`src/rtl/rstseq_pkg.sv`:
```
package rstseq_pkg;

    localparam int VCODE_W = 12;
    localparam int NSRC    = 4;

    typedef logic [VCODE_W-1:0] vcode_t;

    // Request vector: bit 0 power-on, 1 pin, 2 watchdog, 3 brownout
    typedef struct packed {
        logic bod;
        logic wdt;
        logic ext;
        logic por;
    } src_t;

    typedef struct packed {
        logic low_rst;   // lower stage: forces reset
        logic low_irq;   // upper stage: flag and interrupt only
    } vflags_t;

    // One hysteresis comparator step
    function automatic logic hyst_next(input logic   cur,
                                       input vcode_t v,
                                       input vcode_t trip,
                                       input vcode_t margin);
        vcode_t clear_lvl;
        clear_lvl = trip + margin;
        if (cur) return (v < clear_lvl);
        else     return (v < trip);
    endfunction

    function automatic logic any_src(input src_t s);
        return |s;
    endfunction

endpackage

```
`src/rtl/rstseq_sync.sv`:
```
module rstseq_sync (
    input  logic clk,
    input  logic por_i,
    input  logic pin_n_i,
    output logic req_o
);
    logic [1:0] stage_q;

    // Assertion is asynchronous, release passes two flops
    always_ff @(posedge clk or negedge pin_n_i) begin
        if (!pin_n_i) stage_q <= 2'b11;
        else          stage_q <= {stage_q[0], 1'b0};
    end

    assign req_o = stage_q[1];

    AST_PIN_LOW_REQ: assert property (@(posedge clk) disable iff (por_i)
        !pin_n_i |-> req_o);

endmodule

```
`src/rtl/rstseq_vmon.sv`:
```
module rstseq_vmon
    import rstseq_pkg::*;
#(
    parameter int unsigned UP_MV   = 2950,
    parameter int unsigned LO_MV   = 2650,
    parameter int unsigned HYST_MV = 50
) (
    input  logic    clk,
    input  logic    por_i,
    input  vcode_t  vcode_i,
    output vflags_t flags_o
);
    localparam vcode_t MARGIN = vcode_t'(HYST_MV);

    logic [1:0] flag_q;

    for (genvar g = 0; g < 2; g++) begin : g_stage
        localparam vcode_t TRIP  = vcode_t'((g == 0) ? UP_MV : LO_MV);
        localparam vcode_t CLEAR = vcode_t'(((g == 0) ? UP_MV : LO_MV) + HYST_MV);

        always_ff @(posedge clk) begin
            if (por_i) flag_q[g] <= 1'b0;
            else       flag_q[g] <= hyst_next(flag_q[g], vcode_i, TRIP, MARGIN);
        end

        AST_TRIP_BELOW: assert property (@(posedge clk) disable iff (por_i)
            $rose(flag_q[g]) |-> $past(vcode_i) < TRIP);
        AST_CLEAR_ABOVE: assert property (@(posedge clk) disable iff (por_i)
            $fell(flag_q[g]) |-> $past(vcode_i) >= CLEAR);
    end

    assign flags_o.low_irq = flag_q[0];
    assign flags_o.low_rst = flag_q[1];

endmodule

```
`src/rtl/rstseq_wake.sv`:
```
module rstseq_wake #(
    parameter int unsigned WAKE_CLKS = 4096
) (
    input  logic clk,
    input  logic por_i,
    input  logic any_i,
    input  logic osc_ready_i,
    input  logic flash_done_i,
    output logic rst_q_o
);
    localparam int CW = $clog2(WAKE_CLKS + 1);
    localparam logic [CW-1:0] LAST = CW'(WAKE_CLKS);

    logic [CW-1:0] cnt_q;
    logic          rst_q;
    logic          cnt_full;

    assign cnt_full = (cnt_q == LAST);

    always_ff @(posedge clk) begin
        if (por_i || any_i) begin
            cnt_q <= '0;
            rst_q <= 1'b1;
        end else begin
            if (!cnt_full) cnt_q <= cnt_q + 1'b1;
            if (cnt_full && osc_ready_i && flash_done_i) rst_q <= 1'b0;
        end
    end

    assign rst_q_o = rst_q;

    AST_HOLD_ON_REQ: assert property (@(posedge clk) disable iff (por_i)
        any_i |=> rst_q);
    AST_CNT_RESTART: assert property (@(posedge clk) disable iff (por_i)
        any_i |=> (cnt_q == '0));
    AST_RELEASE_GATED: assert property (@(posedge clk) disable iff (por_i)
        $fell(rst_q) |-> $past(cnt_full && osc_ready_i && flash_done_i && !any_i));

endmodule

```
`src/rtl/rstseq_cause.sv`:
```
module rstseq_cause
    import rstseq_pkg::*;
(
    input  logic            clk,
    input  logic            por_i,
    input  src_t            src_i,
    input  logic [NSRC-1:0] clr_i,
    output logic [NSRC-1:0] cause_o
);
    logic [NSRC-1:0] cause_q;

    always_ff @(posedge clk) begin
        if (por_i) cause_q <= src_i;
        else       cause_q <= (cause_q & ~clr_i) | src_i;
    end

    assign cause_o = cause_q;

    for (genvar i = 0; i < NSRC; i++) begin : g_chk
        AST_CAUSE_SET: assert property (@(posedge clk) disable iff (por_i)
            src_i[i] |=> cause_q[i]);
        AST_CAUSE_STICKY: assert property (@(posedge clk) disable iff (por_i)
            ($past(cause_q[i]) && !$past(clr_i[i])) |-> cause_q[i]);
    end

endmodule

```
`src/rtl/rstseq_top.sv`:
```
module rstseq_top
    import rstseq_pkg::*;
#(
    parameter int unsigned WAKE_CLKS = 4096,
    parameter int unsigned UP_MV     = 2950,
    parameter int unsigned LO_MV     = 2650,
    parameter int unsigned HYST_MV   = 50,
    parameter int          AW        = 32,
    parameter logic [AW-1:0] BOOT_ADDR = '0
) (
    input  logic              clk,
    input  logic              por_i,
    input  logic              ext_rst_n_i,
    input  logic              wdt_req_i,
    input  logic [VCODE_W-1:0] vcode_i,
    input  logic              osc_ready_i,
    input  logic              flash_done_i,
    input  logic              lvi_en_i,
    input  logic [NSRC-1:0]   cause_clr_i,
    output logic              rst_o,
    output logic              lvi_irq_o,
    output logic              lv_status_o,
    output logic [NSRC-1:0]   cause_o,
    output logic [AW-1:0]     boot_addr_o
);
    logic    ext_req;
    logic    rst_q;
    vflags_t vflags;
    src_t    src;

    rstseq_sync u_sync (
        .clk     (clk),
        .por_i   (por_i),
        .pin_n_i (ext_rst_n_i),
        .req_o   (ext_req)
    );

    rstseq_vmon #(
        .UP_MV   (UP_MV),
        .LO_MV   (LO_MV),
        .HYST_MV (HYST_MV)
    ) u_vmon (
        .clk     (clk),
        .por_i   (por_i),
        .vcode_i (vcode_i),
        .flags_o (vflags)
    );

    always_comb begin
        src.por = por_i;
        src.ext = ext_req;
        src.wdt = wdt_req_i;
        src.bod = vflags.low_rst;
    end

    rstseq_wake #(
        .WAKE_CLKS (WAKE_CLKS)
    ) u_wake (
        .clk          (clk),
        .por_i        (por_i),
        .any_i        (any_src(src)),
        .osc_ready_i  (osc_ready_i),
        .flash_done_i (flash_done_i),
        .rst_q_o      (rst_q)
    );

    rstseq_cause u_cause (
        .clk     (clk),
        .por_i   (por_i),
        .src_i   (src),
        .clr_i   (cause_clr_i),
        .cause_o (cause_o)
    );

    // Pin request bypasses the register so assertion is immediate
    assign rst_o       = rst_q | ext_req;
    assign lv_status_o = vflags.low_irq;
    assign lvi_irq_o   = vflags.low_irq & lvi_en_i;
    assign boot_addr_o = BOOT_ADDR;

    AST_BOD_FORCES_RST: assert property (@(posedge clk) disable iff (por_i)
        vflags.low_rst |=> rst_o);
    AST_IRQ_MASKED: assert property (@(posedge clk) disable iff (por_i)
        lvi_irq_o |-> (lv_status_o && lvi_en_i));

endmodule

```
`config.mk`:
```
export PLATFORM = sky130hd
export DESIGN_NAME = rstseq_top
export DESIGN_NICKNAME = d
export VERILOG_FILES = /design/src/rtl/rstseq_pkg.sv /design/src/rtl/rstseq_sync.sv /design/src/rtl/rstseq_vmon.sv /design/src/rtl/rstseq_wake.sv /design/src/rtl/rstseq_cause.sv /design/src/rtl/rstseq_top.sv
export SDC_FILE = /design/constraint.sdc
export NUM_CORES = 1
export LEC_CHECK = 0
export ABC_CLOCK_PERIOD_IN_PS = 1900
export BUFFER_PORTS_ARGS = -buffer_cell sky130_fd_sc_hd__buf_2
export CAP_MARGIN = 20
export CORE_MARGIN = 2
export CORE_UTILIZATION = 46
export CTS_BUF_LIST = sky130_fd_sc_hd__clkbuf_8 sky130_fd_sc_hd__clkbuf_16
export CTS_CLUSTER_DIAMETER = 50
export DETAILED_ROUTE_END_ITERATION = 16
export GPL_ROUTABILITY_DRIVEN = 0
export PLACE_DENSITY_LB_ADDON = 0.25
export SLEW_MARGIN = 40
export SYNTH_ARGS = -nofsm -noshare
export SYNTH_HDL_FRONTEND = slang
export SYNTH_HIERARCHICAL = 1
export SYNTH_SLANG_ARGS = --single-unit
```
`constraint.sdc`:
```
create_clock -name clk -period 1.9 [get_ports clk]
set_clock_uncertainty 0.1 [all_clocks]
set_input_delay 0.095 -clock clk [delete_from_list [all_inputs] [get_ports clk]]
set_output_delay 0.095 -clock clk [all_outputs]
set_load 0.01 [all_outputs]
```
==> results.ini <==
[grt]
grt_max_degree=14
grtUsageTotal=0.1488
grt_pass1_wl_mm=3.946
grt_overflow_total=0
grt_pass1_vias=950
antenna_found_initial=0

[floorplan]
die-area_um2=3262
die_w_um=57.11
io_pins=62
fp.dieH_um=57.11
initial_core_util=0.4788
std_cell_rows=19
core_um2=2710

[layout]
layout.area.seq_um2=452.9
design_area_um2=1468
multiInputGateArea_um2=680.7
drive_gt1_frac=0.2054
post-route-util=0.5416
nets=211
area_delta_synth_final_pct=13.11
fillers=264
diodes=0

[critical_path]
end_kind=register
reg2reg_from=u_wake/cnt_q[0]
crit_required_ns=1.99
rr_endpoint=u_wake/rst_q_o
max_stage_delay_ns=0.56
arrival_ns=1.93
path_max_fanout=9
critPathSlowestCell=or4_1
cpLargestDelayFamily=simple AND/OR/NAND/NOR gates
reg2reg_depth=5
start_kind=primary input
cp.buffers_inverters=2
reg2reg_slack_ns=0.12
critPathKind=primary input to register
crit_path_cell_trace=dlygate4sd3_1 -> buf_2 -> or4_1 -> or2_2 -> nor3_1

[clocking]
cts_tree=built
clock-sinks=22
cts-htree-levels=1
cts_buffers=3
clock-root-buffer=clkbuf_8
clk_pin_slew_ns=0.08
insertion_delay_ns=0.26
cts.path.max_buffers=2

[sta]
setup_viol=0
finalCriticalPeriod_ns=1.837
max_freq_mhz=544.4
rsz0062_at_grt=false
fin_tns_setup_ns=0
drv_slew=0
hold_viol=0
period_share=0.9668

[drt]
drt-total-wl_mm=2.346
via_per_inst=5.032
drtIter0Drc=23
route.detailed.drc=0
postRouteAntennaNets=0
routedWlPerCell_um=10.86
dr_total_vias=1087
drtPass1Iterations=5

[min_path]
holdCritPathClass=primary input to register
min_from=osc_ready_i
hold_end=u_wake/rst_q_o
whs_path_depth=4

[synthesis]
yosys.area_share.simple=0.2314
syn_avg_cell_area_um2=8.536
synth_compound_area_frac=0.1475
synth_fa_ha_area_frac=0.01929
syn-cell-area_um2=1297
ys_types=39
synth_top_area_frac=0.3086
netlist_instances=152
ys_ff_latch=22
synth_top_family_by_area=simple AND/OR/NAND/NOR gates
synth_top_area_cell=dfxtp_1
synth_area_leaders=dfxtp_1 31%, buf_4 19%, dfstp_2 4.1%
yosys_warnings=6
yosysSeqAreaShare=0.3491
synth-xor-area-share=0.01350
synth_mux_area_frac=0.01543

[placed_design]
io_buffers=28
placed_area_um2=1344
dp_hpwl_mm=1.777

[power_and_ir_drop]
power.density_nw_per_um2=701.4
power_mw=1.029
peakVddDrop_mv=0.6589
total_leakage_power_nw=0.5952

[run]
maxCapViolations=0

[outcome]
outcome=finished clean

==> registers in the layout, indices dropped and copies added, names as in the netlist <==
| signal | flops |
|---|---|
| u_wake/cnt_q | 13 |
| u_sync/stage_q | 2 |
| u_wake/rst_q_o | 1 |
| u_vmon/flags_o | 2 |
| u_cause/cause_o | 4 |
==> metrics by stage <==
| step | worst slack (ns) | instances | hold slack (ns) |
|---|---|---|---|
| after global placement | 0.1502 | 207 | -0.05482 |
| after floorplan | 0.2030 | 183 | -0.1528 |
| final | 0.06302 | 216 | 0.009724 |
| after CTS | 0.09086 | 216 | 0.004802 |
| after global routing | 0.01596 | 216 | 0.007638 |
| after detailed placement | 0.1370 | 207 | -0.04923 |
==> where the power goes <==
group | total [mW] | leakage (nW) | internal, mW | switching (mW)
Combinational | 0.112 | 0.375 | 0.0460 | 0.0663
Sequential | 0.483 | 0.184 | 0.475 | 0.00720
Clock | 0.435 | 0.0357 | 0.281 | 0.153
Total | 1.03 | 0.595 | 0.803 | 0.227
==> synth_stat cells (all sizes together) <==
cell,number
nor4,3
xor2,2
o31ai,3
or4,5
dfstp,2
nand2,11
conb,2
o311ai,2
a211oi,2
nor3b,4
o21a,2
or4b,2
nand3,5
nand4,2
or3,3
nand3b,2
or2,6
ha,2
buf,34
a221oi,1
a21o,1
nor3,3
dfxtp,20
inv,7
mux2i,2
a21oi,8
a32o,1
o41ai,2
o31a,1
clkbuf,2
or2b,1
and2,1
nor2,4
o211ai,1
o41a,1
o21ai,2
==> what timing repair did <==
action / CTS / global route
hold buffers: 5 / 0
endpoints found under the setup margin: 0 / 1
hold endpoints to repair: 5 / 0
buffers inserted: 0 / 0
resized for setup: 0 / 1
==> how the worst max path moves through the flow <==
| stage | startpoint | to | slack, ns | cells past startpoint |
|---|---|---|---|---|
| final | wdt_req_i | u_wake/cnt_q[0] | 0.06 | 5 |
| after global routing | wdt_req_i | u_wake/cnt_q[0] | 0.02 | 5 |
| after CTS | wdt_req_i | u_wake/cnt_q[0] | 0.09 | 5 |
| after detailed placement | u_wake/cnt_q[0] | u_wake/rst_q_o | 0.14 | 5 |
| after global placement | u_wake/cnt_q[0] | u_wake/rst_q_o | 0.15 | 5 |
| after floorplan | u_wake/cnt_q[0] | u_wake/rst_q_o | 0.20 | 6 |
==> per-layer routing <==
layer  share of wire  wire [um]  up-vias  track usage
met5               0          0        -            0
met4          0.0026          6        0      0.01993
met3           0.078        182        2      0.04308
met2            0.49       1147       55       0.2726
met1            0.43       1010      490       0.1763
li1                -          -      540            -
==> cell usage in the layout, fill, tap and decap left out, types with 3 or more instances in the layout <==
master / instances
nand2_1: 11
nor4_1: 3
conb_1: 33
clkbuf_8: 3
nor3b_1: 4
o31ai_1: 3
nor2_1: 3
dfxtp_1: 20
or2_1: 4
nor3_1: 3
or3_1: 3
nand3_1: 5
dlygate4sd3_1: 5
or4_1: 5
inv_1: 7
buf_2: 28
a21oi_1: 8
==> logic make-up after synthesis <==
family / Yosys count
AO/OA/AOI/OAI: 27
XOR/XNOR: 2
adder cells (fa/ha/maj): 2
buffers and inverters: 43
flip-flops: 22
multiplexers: 2
other: 2
AND/OR/NAND/NOR: 52
==> final cells by class <==
cell class,instances,share of cell area
Timing Repair Buffer,34,0.1347
Inverter,7,0.01790
Sequential cell,22,0.3086
Multi-Input combinational cell,118,0.4638
Clock inverter,1,0.02046
Tap cell,31,0.02643
Clock buffer,3,0.02813
==> worst min-delay path, cell delays in order <==
cell     delay [ns]
buf_2          0.10
nand2_1        0.05
o41ai_1        0.05
nand2_1        0.05
(Power assumes the default switching activity.)
